`config.mk`:
```
export PLATFORM = sky130hd
export DESIGN_NAME = branch_dir_pred
export DESIGN_NICKNAME = d
export VERILOG_FILES = /design/src/rtl/bdp_pkg.sv /design/src/rtl/bdp_addr_split.sv /design/src/rtl/bdp_ctr_next.sv /design/src/rtl/bdp_table.sv /design/src/rtl/branch_dir_pred.sv
export SDC_FILE = /design/constraint.sdc
export NUM_CORES = 1
export LEC_CHECK = 0
export BUFFER_PORTS_ARGS = -buffer_cell sky130_fd_sc_hd__buf_2
export CORE_MARGIN = 4
export CORE_UTILIZATION = 45
export DETAILED_ROUTE_END_ITERATION = 10
export GPL_ROUTABILITY_DRIVEN = 0
export PLACE_DENSITY = 0.64
export SYNTH_ARGS = -nofsm -noshare
export SYNTH_HDL_FRONTEND = slang
export SYNTH_HIERARCHICAL = 1
export SYNTH_SLANG_ARGS = --single-unit
```
`constraint.sdc`:
```
create_clock -name clk -period 10.93 [get_ports clk]
set_input_delay 1.093 -clock clk [delete_from_list [all_inputs] [get_ports clk]]
set_output_delay 1.093 -clock clk [all_outputs]
set_load 0.02 [all_outputs]
```
`src/rtl/bdp_pkg.sv`:
```
// Package for the branch direction predictor.
// Holds the action code chosen by the update path.
// Assumes: nothing beyond the IEEE 1800-2017 language.
package bdp_pkg;
    typedef enum logic [1:0] {
        UPD_IDLE  = 2'd0,
        UPD_TRAIN = 2'd1,
        UPD_ALLOC = 2'd2
    } upd_act_e;
endpackage

```
`src/rtl/bdp_addr_split.sv`:
```
// Splits an instruction address into a table index and a partial tag.
// Assumes: IDX_LSB + IDX_W + TAG_W <= ADDR_W.
module bdp_addr_split #(
    parameter int ADDR_W  = 32,
    parameter int IDX_LSB = 2,
    parameter int IDX_W   = 6,
    parameter int TAG_W   = 4
) (
    input  logic [ADDR_W-1:0] pc,
    output logic [IDX_W-1:0]  idx,
    output logic [TAG_W-1:0]  tag
);
    localparam int TAG_LSB = IDX_LSB + IDX_W;

    logic unused_pc_bits;

    // Field extraction: the index sits above the alignment bits,
    // and the tag sits directly above the index.
    always_comb begin
        idx            = pc[TAG_LSB-1:IDX_LSB];
        tag            = pc[TAG_LSB+TAG_W-1:TAG_LSB];
        unused_pc_bits = ^{pc[ADDR_W-1:TAG_LSB+TAG_W], pc[IDX_LSB-1:0]};
    end
endmodule

```
`src/rtl/bdp_ctr_next.sv`:
```
// Next-state logic for one saturating up/down direction counter.
// Allocation loads the weak state on the side of the outcome.
// Assumes: CNT_W >= 1.
module bdp_ctr_next #(
    parameter int CNT_W = 2
) (
    input  logic [CNT_W-1:0] cur,
    input  logic             taken,
    input  logic             alloc,
    output logic [CNT_W-1:0] nxt
);
    localparam logic [CNT_W-1:0] CNT_MAX = {CNT_W{1'b1}};
    localparam logic [CNT_W-1:0] WEAK_T  = CNT_W'(1) << (CNT_W - 1);
    localparam logic [CNT_W-1:0] WEAK_NT = WEAK_T - CNT_W'(1);

    // Counter step: load on allocation, otherwise step with saturation.
    always_comb begin
        if (alloc)
            nxt = taken ? WEAK_T : WEAK_NT;
        else if (taken && cur != CNT_MAX)
            nxt = cur + CNT_W'(1);
        else if (!taken && cur != '0)
            nxt = cur - CNT_W'(1);
        else
            nxt = cur;
    end
endmodule

```
`src/rtl/bdp_table.sv`:
```
// Direct-mapped entry storage.
// Two asynchronous read ports (lookup and update) and one write port.
// Assumes: reads see the stored state before the current edge's write.
// Only the valid bits are reset; tags and counters are written on allocation.
module bdp_table #(
    parameter int IDX_W = 6,
    parameter int TAG_W = 4,
    parameter int CNT_W = 2
) (
    input  logic             clk,
    input  logic             rst_n,
    input  logic [IDX_W-1:0] ra_idx,
    output logic             ra_valid,
    output logic [TAG_W-1:0] ra_tag,
    output logic [CNT_W-1:0] ra_cnt,
    input  logic [IDX_W-1:0] rb_idx,
    output logic             rb_valid,
    output logic [TAG_W-1:0] rb_tag,
    output logic [CNT_W-1:0] rb_cnt,
    input  logic             we,
    input  logic [IDX_W-1:0] wr_idx,
    input  logic [TAG_W-1:0] wr_tag,
    input  logic [CNT_W-1:0] wr_cnt
);
    localparam int DEPTH = 1 << IDX_W;

    logic [DEPTH-1:0] vld;
    logic [TAG_W-1:0] tags [DEPTH];
    logic [CNT_W-1:0] cnts [DEPTH];

    for (genvar e = 0; e < DEPTH; e++) begin : g_entry
        // Per-entry state: valid is cleared by reset and set on any write.
        always_ff @(posedge clk) begin
            if (!rst_n) begin
                vld[e] <= 1'b0;
            end else if (we && wr_idx == IDX_W'(e)) begin
                vld[e]  <= 1'b1;
                tags[e] <= wr_tag;
                cnts[e] <= wr_cnt;
            end
        end
    end

    // Read ports: combinational reads of the registered state.
    always_comb begin
        ra_valid = vld[ra_idx];
        ra_tag   = tags[ra_idx];
        ra_cnt   = cnts[ra_idx];
        rb_valid = vld[rb_idx];
        rb_tag   = tags[rb_idx];
        rb_cnt   = cnts[rb_idx];
    end
endmodule

```
`src/rtl/branch_dir_pred.sv`:
```
// Tagged branch direction predictor.
// A lookup is combinational from the fetch address. On a hit the counter's
// top bit is the guess; on a miss the sign of the branch offset decides.
// Updates train a hitting entry or allocate a missing one.
// Assumes: one update per cycle at most; the offset sign arrives with lk_pc.
module branch_dir_pred #(
    parameter int ADDR_W  = 32,
    parameter int IDX_LSB = 2,
    parameter int IDX_W   = 6,
    parameter int TAG_W   = 4,
    parameter int CNT_W   = 2
) (
    input  logic              clk,
    input  logic              rst_n,
    input  logic [ADDR_W-1:0] lk_pc,
    input  logic              lk_off_neg,
    input  logic              up_valid,
    input  logic [ADDR_W-1:0] up_pc,
    input  logic              up_taken,
    output logic              pred_hit,
    output logic              pred_taken
);
    import bdp_pkg::*;

    logic [IDX_W-1:0] lk_idx, up_idx;
    logic [TAG_W-1:0] lk_tag, up_tag;
    logic             ra_valid, rb_valid;
    logic [TAG_W-1:0] ra_tag, rb_tag;
    logic [CNT_W-1:0] ra_cnt, rb_cnt, new_cnt;
    logic             up_hit;
    upd_act_e         act;

    bdp_addr_split #(.ADDR_W(ADDR_W), .IDX_LSB(IDX_LSB), .IDX_W(IDX_W), .TAG_W(TAG_W))
        u_lk_split (.pc(lk_pc), .idx(lk_idx), .tag(lk_tag));

    bdp_addr_split #(.ADDR_W(ADDR_W), .IDX_LSB(IDX_LSB), .IDX_W(IDX_W), .TAG_W(TAG_W))
        u_up_split (.pc(up_pc), .idx(up_idx), .tag(up_tag));

    bdp_table #(.IDX_W(IDX_W), .TAG_W(TAG_W), .CNT_W(CNT_W)) u_table (
        .clk(clk), .rst_n(rst_n),
        .ra_idx(lk_idx), .ra_valid(ra_valid), .ra_tag(ra_tag), .ra_cnt(ra_cnt),
        .rb_idx(up_idx), .rb_valid(rb_valid), .rb_tag(rb_tag), .rb_cnt(rb_cnt),
        .we(act != UPD_IDLE), .wr_idx(up_idx), .wr_tag(up_tag), .wr_cnt(new_cnt)
    );

    // Lookup: tag check, then counter threshold or static offset rule.
    always_comb begin
        pred_hit   = ra_valid && (ra_tag == lk_tag);
        pred_taken = pred_hit ? ra_cnt[CNT_W-1] : lk_off_neg;
    end

    // Update decision: train on a tag hit, allocate on a miss.
    always_comb begin
        up_hit = rb_valid && (rb_tag == up_tag);
        if (!up_valid)
            act = UPD_IDLE;
        else if (up_hit)
            act = UPD_TRAIN;
        else
            act = UPD_ALLOC;
    end

    bdp_ctr_next #(.CNT_W(CNT_W)) u_ctr (
        .cur(rb_cnt), .taken(up_taken), .alloc(act == UPD_ALLOC), .nxt(new_cnt)
    );
endmodule

```
# After elaboration in Yosys (flattened, before gate mapping)
# Memories as Yosys holds them, arrays and structs flattened.
# Cells that the tools add are included.
# Widths: inputs -> output; s select.
[op_classes]
reduce_logical = 198
order_cmp = 2
n_bitwise = 0
add_sub_neg = 2
n_mux = 581
eq_ne = 67
div_mod_pow = 0
shift = 0
mul = 0
[ops]
columns = ["operator", "n"]
rows = [
  ["$mux 6", 126],
  ["$mux 1", 321],
  ["$mux 4", 63],
  ["$reduce_or 4->1", 63],
  ["$eq 6x6->1 const B", 32],
  ["$mux 2", 69],
  ["$reduce_or 2->1", 63],
  ["$eq 6x5->1 const B", 16],
  ["$logic_and 1x1->1", 68],
  ["$eq 6x4->1 const B", 8],
  ["$eq 6x3->1 const B", 4],
  ["$lt 6x7->1 const B", 2],
  ["$bmux 1 s6", 2],
  ["$eq 6x2->1 const B", 2],
  ["$eq 4x4->1", 2],
  ["$eq 6x1->1 const B", 1],
  ["$logic_not 6->1", 1],
  ["$reduce_bool 2->1", 2],
  ["$add 2x1->2 const B", 1],
  ["$eq 2x2->1 const B", 1],
  ["$ne 2x2->1 const B", 1],
  ["$sub 2x1->2 const B", 1],
  ["$logic_not 1->1", 1],
]
[word_totals]
n_memories = 2
elab_cells = 916
in_bits = 69
output_inout_bits = 2
regBits = 64
ramBits = 384
romBits = 0
latchBits = 0
[mem_list]
columns = ["name", "depth", "word_bits", "rd", "rd_clocked_by_memory_dff", "wr", "line", "text"]
rows = [
  ["u_table.tags", 64, 4, 2, 0, 1, "bdp_table.sv:28", "logic [TAG_W-1:0] tags [DEPTH];"],
  ["u_table.cnts", 64, 2, 2, 0, 1, "bdp_table.sv:29", "logic [CNT_W-1:0] cnts [DEPTH];"],
]

# Depth between registers and ports, before layout
# Gate-level depths: netlist of run 1.
[depth]
ltp_word = 74
ltp_mapped = 15
depth_no_buf = 11

# By module
# Netlist of run 1, hierarchy kept.
[by_module_without_submodules]
columns = ["mod", "area_per_inst_um2", "n_inst", "cells_per_inst"]
rows = [
  ["bdp_table", 20971.4, 1, 1136],
  ["bdp_addr_split", 75.1, 2, 10],
  ["branch_dir_pred", 116.4, 1, 15],
  ["bdp_ctr_next", 102.6, 1, 15],
]

# Worst setup path after synthesis of run 1
# OpenSTA, ideal clock, no wires.
[synth_path]
path_kind = "input to register"
from = "input port up_pc[3]"
to = "memory u_table.cnts[0][1] (data pin)"
path_slack_ns = 4.998
arrival_ns = 5.343
t_required_ns = 10.342
path_stages = 13
setup_ns = 0.588
path_cell_list = "buf_4 > buf_2 > buf_2 > buf_2 > mux4_2 > a2111oi_1 > nor4_1 > a31o_1 > xor2_1 > nor3_1 > a31oi_1 > inv_1 > a31oi_1"
[synth_between]
word_cells_on_any_way = 454
classes_between = "add/sub: 2; eq/ne: 65; mux: 256; reduce/logical: 129; memory: 2"
[synth_rtl]
columns = ["element", "line", "text"]
rows = [
  ["from (decl)", "branch_dir_pred.sv:18", "input logic [ADDR_W-1:0] up_pc,"],
  ["$mem_v2 64x4 *", "-", ""],
  ["via rb_tag[0]", "branch_dir_pred.sv:28", "logic [TAG_W-1:0] ra_tag, rb_tag;"],
  ["$eq 4x4->1 *", "branch_dir_pred.sv:54", "up_hit = rb_valid && (rb_tag == up_tag);"],
  ["$logic_and 1x1->1 *", "branch_dir_pred.sv:54", ""],
  ["$mux 2 *", "branch_dir_pred.sv:57", "else if (up_hit)"],
  ["$mux 2 *", "branch_dir_pred.sv:55", "if (!up_valid)"],
  ["$eq 2x2->1 *", "branch_dir_pred.sv:64", ".cur(rb_cnt), .taken(up_taken), .alloc(act == UPD_ALLOC), .nxt(new_cnt)"],
  ["$mux 2 *", "bdp_ctr_next.sv:18", "if (alloc)"],
  ["via new_cnt[1]", "branch_dir_pred.sv:29", "logic [CNT_W-1:0] ra_cnt, rb_cnt, new_cnt;"],
  ["$mux 2 (no source line) (62 in series)", "-", ""],
  ["$mux 2 (no source line) *", "-", ""],
  ["to (decl)", "bdp_table.sv:29", ""],
]
# Mark *: on every way through the listed nets, which the timed path passes. The rest lies on a longest branch. The select of a mux whose other input is x is not followed.

# Worst setup path after layout of run 1
[layout_path]
from = "input port lk_pc[2]"
to = "output port pred_taken"
[layout_between]
elab_chain_cells = 4
word_cells_on_any_way = 7
classes_between = "eq/ne: 1; mux: 3; reduce/logical: 1; memory: 2"
[layout_rtl]
columns = ["element", "line", "text"]
rows = [
  ["from (decl)", "branch_dir_pred.sv:15", "input logic [ADDR_W-1:0] lk_pc,"],
  ["$mem_v2 64x4", "-", ""],
  ["via ra_tag[0]", "branch_dir_pred.sv:28", ""],
  ["$eq 4x4->1", "branch_dir_pred.sv:48", "pred_hit = ra_valid && (ra_tag == lk_tag);"],
  ["$logic_and 1x1->1", "branch_dir_pred.sv:48", ""],
  ["$mux 1", "branch_dir_pred.sv:49", "pred_taken = pred_hit ? ra_cnt[CNT_W-1] : lk_off_neg;"],
  ["to (decl)", "branch_dir_pred.sv:21", "output logic pred_taken"],
]
# The timed path passes the listed nets, and every way through them passes these cells. The select of a mux whose other input is x is not followed.

==> results.toml, run 1 <==
[synth]
postSynthCellCount = 1159
avgSynthCellArea_um2 = 18.00
yosysWarnings = 6
netlist_area_um2 = 20860
synth.net_count = 1230

[route]
wl_per_cell_um = 28.80
drc_errors = 0
drt_iter0_markers = 1304
ant_nets = 0
avgViaCountPerCell = 6.328
drt_wl_total_um = 51410
first_pass_iters = 5
vias = 11300

[die]
num_rows = 78
die_height_um = 223.3
die_x_um = 223.3
io_pins = 71
dieArea_um2 = 49870
coreArea_um2 = 45580
initial_core_util = 0.4577

[timing]
setup_violations = 0
post-route-min-period_ps = 6320
hold_ws_ps = 470.3
max_freq_mhz = 158.2
rsz0062_at_grt = "no"
slew_viol_final = 0
finalHoldViolCount = 0
fin_ws_ps = 4610
skew_ps = 16.17
final.setup.tns_ps = 0
slew_headroom = 0.1948
period_share = 0.5782
worst_slew_pin_slew_ps = 1208

[placement]
portBuffers = 26
place_ws_ps = 4515
dp_hpwl_um = 32240

[hold_path]
hold_depth = 1
hold_path_class = "flip-flop to flip-flop"
min_from = "u_table/vld[60]"
hold-path-endpoint = "u_table/vld[60]"

[cells_and_area]
area_delta_synth_final_pct = 9.476
nFillCells = 3700
drive_gt1_frac = 0.2930
nets = 1215
regArea_um2 = 12810
fin_util = 0.5011
multiInputGateArea_um2 = 7412

[flow_run]
cap_violations = 0

[grt]
grtUsageMet3 = 0.03395
busiest_layer = "met2"
grt_overflow = 0
antenna_found_initial = 6
grt_pass1_vias = 11450
grt_use_total = 0.2057
grt_start_max_net_pins = 69
grt_use_met1 = 0.2872
met2_usage = 0.3377
grt_pass1_wl_um = 75800

[clocking]
cts_tree = "yes"
htreeDepth = 2
cts_hold_buf = 0
cts.sinks = 448
cts-root-buf = "clkbuf_16"
insertion_delay_ps = 560
postCtsSetupBuffers = 0
cts_buffer_depth = 3
cts-buffers-inserted = 48
cts-resized-gates = 0
clkSlewWorstSetupHoldPaths_ps = 50

[setup_path]
slowest_delay_ps = 770
critPathArrivalTime_ps = 5230
startpoint = "lk_pc[2]"
crit_path_end_kind = "output pin"
r2r_end = "u_table/cnts[22][0]"
ff2ff_path_depth = 10
cp.required_ps = 9840
slowest_stage = "buf_4"
reg2reg_slack_ps = 6720
crit_fanout = 43
critPathKind = "primary input to output pin"
startpoint_type = "primary input"
reg2reg_from = "u_table/tags[3][1]"
path_cells = "buf_4 > buf_4 > mux4_2 > o221ai_1 > o21ai_0 > nand3_1 > o21ai_0 > xor2_1 > nor4_2 > mux2_2 > buf_2"

[power]
power_mw = 3.762
powerDensity_nw_per_um2 = 164.7
ir_drop_mv = 0.09923
p_leak_nw = 7.811

[status]
status = "finished, final reports clean"
how the worst max path moves through the flow:
stage,end,depth (start not counted),slack (ps)
floorplan,u_table/cnts[0][1],13,5000
global placement,u_table/cnts[0][0],12,4600
detailed placement,u_table/cnts[0][0],12,4520
CTS,pred_taken,11,4520
global route,pred_taken,11,4350
finish,pred_taken,11,4610
per-stage QoR:
| step | cells | cell area (um2) |
|---|---|---|
| after floorplan | 1159 | 20860 |
| after global placement | 1694 | 21270 |
| after detailed placement | 1694 | 21270 |
| after CTS | 1781 | 22830 |
| after global routing | 1783 | 22830 |
| final | 1785 | 22840 |
sequential cells by signal (all words and copies together), names as in the netlist:
register      cells
u_table/tags    256
u_table/cnts    128
u_table/vld      64
power by group:
part           internal, mW  switching [mW]  leakage (nW)
clock network         0.950           0.638         0.782
logic                 0.110           0.179          3.06
registers              1.88         0.00316          3.97
placed cells by master, fill, tap and decap left out, types with 12 or more instances in the layout:
cell type,instances
edfxtp_1,384
mux4_2,212
nor2_1,75
mux2i_1,65
a21o_1,64
dfxtp_1,64
clkbuf_16,49
nand2_1,23
buf_2,22
o22ai_1,20
buf_4,19
clkinv_2,15
a21oi_1,14
nand3_1,12
per-layer routing:
metal	part of all wire	wire, um
met3	0.065	3337
met1	0.41	21320
met5	0.00023	12
met4	0.022	1113
met2	0.50	25630
layout make-up:
type / count / share of cell area
sequential: 448 / 0.5610
multi-input combinational: 598 / 0.3245
clock buffer: 66 / 0.06042
tap: 600 / 0.03287
timing repair buffer: 43 / 0.01205
clock inverter: 21 / 0.007889
inverter: 5 / 0.0008217
antenna: 4 / 0.0004383
worst max-delay path: cells and delay by family:
| kind | cells | cell delay [ps] |
|---|---|---|
| buf+inv | 3 | 1600 |
| mux | 2 | 990 |
| compound gates | 3 | 720 |
| simple gates | 2 | 530 |
| xor+xnor | 1 | 210 |
Power figures use the tool's default switching activity.
==> inputs of run 2 (changes only) <==
clock period = 5.95 ns   (was 10.93 ns; I/O delays follow)
==> results.toml, run 2 (synthesis gave the netlist of run 1 again) <==
[die]
dieArea_um2 = 49870
num_rows = 78
coreArea_um2 = 45580
initial_core_util = 0.4577
io_pins = 71
die_x_um = 223.3
die_height_um = 223.3

[cells_and_area]
largest_reg_flops = 256
area_delta_synth_final_pct = 10.78
layout_commonest_cell = "edfxtp_1"
drive_gt1_frac = 0.2960
antennaDiodeCount = 0
largest-register = "u_table/tags"
layout_common_cells = "384 x edfxtp_1, 212 x mux4_2, 75 x nor2_1"
fin_area_um2 = 23110
final_cells = 1789
reg.largest.list = "u_table/tags (256), u_table/cnts (128), u_table/vld (64)"
nets = 1220

[timing]
slew_viol_final = 0
rsz0062_at_grt = "no"
worst_slew_pin_slew_ps = 1050
max_freq_mhz = 223.6
slew_headroom = 0.2933
final.setup.tns_ps = 0
skew_ps = 19.23
finalHoldViolCount = 0
post-route-min-period_ps = 4473
setup_violations = 0
period_share = 0.7517

[setup_path]
slowest_stage = "mux4_2"
path_cells = "buf_4 > mux4_2 > mux4_2 > mux2i_1 > o21ai_1 > xor2_1 > nor4_2 > mux2_2 > buf_2"
slowest_delay_ps = 610
cp.required_ps = 5360
crit_top_cell = "mux4_2"
critPathArrivalTime_ps = 3880
startpoint_type = "primary input"
path_buf_inv = 2
critPathTopFamily = "multiplexers"
crit_fanout = 27
crit_path_end_kind = "output pin"
critPathKind = "primary input to output pin"

[route]
avgViaCountPerCell = 6.316
ant_nets = 0
wl_per_cell_um = 28.46
first_pass_iters = 5
drt_iter0_markers = 1153
vias = 11300
drt_wl_total_um = 50910
drc_errors = 0

[hold_path]
hold_path_class = "flip-flop to flip-flop"

[power]
p_sw_frac = 0.2144
power_mw = 7.280
pwr-share-seq = 0.475
p_int_mw = 5.719
power_frac_clock = 0.450
p_sw_mw = 1.561
powerDensity_nw_per_um2 = 315.0
combPwrFrac = 0.074
ir_drop_mv = 0.1765
p_leak_nw = 7.933

[grt]
antenna_found_initial = 1
grt_use_total = 0.2059
grt_start_max_net_pins = 69
grt_overflow = 0
grt_pass1_wl_um = 76380
grt_pass1_vias = 11790

[flow_run]
cap_violations = 0

[placement]
portBuffers = 26
dp_cells = 1698
dp_hpwl_um = 32170
placed_cell_area_um2 = 21360

[status]
status = "finished, final reports clean"

[clocking]
cts_buffer_depth = 3
htreeDepth = 2
cts-root-buf = "clkbuf_16"
cts_tree = "yes"
cts-resized-gates = 0
postCtsSetupBuffers = 0
insertion_delay_ps = 580
clkSlewWorstSetupHoldPaths_ps = 60
cts_hold_buf = 0
cts-buffers-inserted = 49
cts.sinks = 448
-- run 2: cell count changes in the layout (fill, tap and decap cells not counted), moves of 2 or more --
cell	before	now
buf_12	0	5
bufinv_16	3	11
clkbuf_8	9	5
clkinv_2	15	11
diode_2	4	0
inv_6	0	2
-- run 2: through the flow --
stage	setup WS (ps)	utilization	hold WS, ps
after floorplan	516.4	-	438.1
after global placement	1244	0.4687	447.0
after detailed placement	1165	0.4687	459.3
after CTS	1471	0.5071	473.1
after global routing	1292	0.5071	485.4
final	1477	0.5071	471.8
-- run 2: per-layer routing --
| layer | GRT usage | share of wire | vias up |
|---|---|---|---|
| li1 | - | - | 4797 |
| met1 | 0.2887 | 0.42 | 6010 |
| met2 | 0.3342 | 0.49 | 406 |
| met3 | 0.03803 | 0.069 | 86 |
| met4 | 0.05866 | 0.026 | 0 |
| met5 | 0 | 0 | - |
-- run 2: worst paths after layout --
| kind | to | slack [ps] | startpoint | cells past startpoint |
|---|---|---|---|---|
| max | pred_taken | 1480 | lk_pc[3] | 9 |
| min | u_table/vld[31] | 470 | u_table/vld[31] | 1 |
| max reg2reg | u_table/cnts[49][1] | 2240 | u_table/tags[3][1] | 11 |
| min reg2reg | u_table/vld[31] | 470 | u_table/vld[31] | 1 |
-- run 2: power by group through the flow --
stage          registers [mW]  clock network, mW  logic [mW]
3_5_place_dp             3.53                  0       0.544
6_report                 3.46               3.28       0.541
3_3_place_gp             3.52                  0       0.536
5_1_grt                  3.46               3.49       0.577
2_1_floorplan            3.53                  0       0.386
4_1_cts                  3.46               3.33       0.545
-- run 2: layout make-up --
| type | count | area [um2] |
|---|---|---|
| fillers | 3689 | 22460 |
| flip-flops and latches | 448 | 12810 |
| multi-input cells | 598 | 7412 |
| clock buffers | 63 | 1329 |
| well taps | 600 | 750.7 |
| clock inverters | 28 | 421.7 |
| repair buffers | 47 | 367.9 |
| inverters | 5 | 18.77 |
==> inputs of run 3 (changes only) <==
ABC_AREA = 1   (was not set)
PLACE_DENSITY = 0.66   (was 0.64)
clock period = 3.8 ns   (was 5.95 ns; I/O delays follow)
==> results.toml, run 3 <==
[timing]
post-route-min-period_ps = 3306
final.setup.tns_ps = 0
slew_headroom = 0.4013
slew_viol_final = 0
rsz0062_at_grt = "no"
setup_violations = 0
worst_slew_pin_slew_ps = 897.0
finalHoldViolCount = 0
max_freq_mhz = 302.5
period_share = 0.8699
skew_ps = 14.03

[route]
drc_errors = 0
first_pass_iters = 6
drt_iter0_markers = 2920
vias = 19990
wl_per_cell_um = 21.44
avgViaCountPerCell = 5.913
drt_wl_total_um = 72480
ant_nets = 0

[cells_and_area]
nFillCells = 4626
drive_gt1_frac = 0.06908
fin_area_um2 = 24990
final_cells = 3381
largest-register = "u_table/tags"
layout_commonest_cell = "nand2_1"
nets = 2740
layout_common_cells = "1159 x nand2_1, 707 x nand3_1, 384 x edfxtp_1"
area_delta_synth_final_pct = 9.011
reg.largest.list = "u_table/tags (256), u_table/cnts (128), u_table/vld (64)"
largest_reg_flops = 256

[setup_path]
cp.required_ps = 3420
crit_fanout = 49
crit_top_cell = "nand2_1"
startpoint_type = "primary input"
critPathKind = "primary input to output pin"
critPathTopFamily = "simple AND/OR/NAND/NOR gates"
slowest_delay_ps = 330
slowest_stage = "buf_4"
crit_path_end_kind = "output pin"
path_cells = "buf_4 > clkinv_2 > buf_12 > nand3_1 > nand3_1 > nand2_1 > nand2_1 > nand3_1 > nand3_1 > nand2_1 > inv_1 > nand2_1 > nand2_1 > nor2_1 > nand3_1 > nand2_1 > nand2_1 > buf_2"
path_buf_inv = 5
critPathArrivalTime_ps = 2930

[clocking]
cts-resized-gates = 0
insertion_delay_ps = 580
postCtsSetupBuffers = 0
cts-buffers-inserted = 47
clkSlewWorstSetupHoldPaths_ps = 60
cts.sinks = 448
cts_tree = "yes"
cts_hold_buf = 0
htreeDepth = 2
cts-root-buf = "clkbuf_16"
cts_buffer_depth = 3

[power]
p_sw_frac = 0.2518
pwr-share-seq = 0.482
power_frac_clock = 0.409
p_int_mw = 8.393
ir_drop_mv = 0.2683
combPwrFrac = 0.109
p_leak_nw = 9.647
powerDensity_nw_per_um2 = 448.9
p_sw_mw = 2.824

[synth]
netlist_area_um2 = 22930
synth.net_count = 2817
avgSynthCellArea_um2 = 8.349
postSynthCellCount = 2746
yosysWarnings = 6

[grt]
grt_pass1_vias = 18940
grt_pass1_wl_um = 109900
grt_overflow = 0
grt_start_max_net_pins = 71
antenna_found_initial = 3
grt_use_total = 0.2615

[die]
dieArea_um2 = 54620
io_pins = 71
die_height_um = 233.7
die_x_um = 233.7
num_rows = 82
initial_core_util = 0.4560
coreArea_um2 = 50270

[placement]
dp_hpwl_um = 44760
portBuffers = 26
placed_cell_area_um2 = 23460
dp_cells = 3292

[flow_run]
cap_violations = 0

[hold_path]
hold_path_class = "primary input to flip-flop"

[status]
status = "finished, final reports clean"
[run 3: cell type report]
type | count | area, um2 | area share
antenna | 2 | 5.005 | 0.0002003
clock buffer | 66 | 1350 | 0.05402
clock inverter | 21 | 181.4 | 0.007259
inverter | 44 | 178.9 | 0.007159
multi-input combinational | 2026 | 8642 | 0.3458
sequential | 448 | 12810 | 0.5127
tap | 672 | 840.8 | 0.03364
timing repair buffer | 102 | 980.9 | 0.03925
[run 3: final timing paths]
| check | from | slack [ps] | endpoint | cells past startpoint |
|---|---|---|---|---|
| setup / recovery | lk_pc[3] | 490 | pred_taken | 18 |
| hold / removal | rst_n | 240 | u_table/vld[3] | 3 |
| setup reg to reg | u_table/tags[59][0] | 1100 | u_table/cnts[30][1] | 19 |
| hold reg to reg | u_table/vld[55] | 470 | u_table/vld[55] | 2 |
[run 3: per-layer routing]
layer | track usage | routed length (um) | vias up | part of all wire
li1 | - | - | 9055 | -
met1 | 0.3497 | 27720 | 9521 | 0.38
met2 | 0.4214 | 33930 | 1201 | 0.47
met3 | 0.05415 | 8113 | 214 | 0.11
met4 | 0.09896 | 2703 | 2 | 0.037
met5 | 0 | 14 | - | 0.00019
[run 3: stage by stage]
stage          hold WS (ps)    util  total power, mW  setup slack [ps]
6_report              236.8  0.4971            11.22             494.4
5_1_grt               283.5  0.4971            11.56             274.9
4_1_cts               194.4  0.4970            11.26             568.8
3_5_place_dp          459.6  0.4666            6.708             356.2
3_3_place_gp          448.5  0.4666            6.681             376.0
2_1_floorplan         442.7       -            6.296             525.0
[run 3: power by group through the flow]
| stage | sequential, mW | combinational (mW) | clock [mW] |
|---|---|---|---|
| 6_report | 5.41 | 1.23 | 4.58 |
| 5_1_grt | 5.41 | 1.31 | 4.84 |
| 4_1_cts | 5.41 | 1.20 | 4.65 |
| 3_5_place_dp | 5.51 | 1.20 | 0 |
| 3_3_place_gp | 5.51 | 1.17 | 0 |
| 2_1_floorplan | 5.51 | 0.782 | 0 |
[run 3: worst reg2reg max path, cell delays in order, from the launching register on]
cell and delay [ps]:
edfxtp_1 390, nand2_1 80, nand3_1 80, nand3_1 110, nand2_1 110, nand2_1 140
nand3_1 170, nand3_1 130, nand2_1 110, inv_1 70, nand2_1 50, nand3_1 80
nor2_1 40, a21boi_0 260, inv_1 90, o21ai_1 80, inv_1 50, nand2_1 70
nand2_2 80, buf_4 220
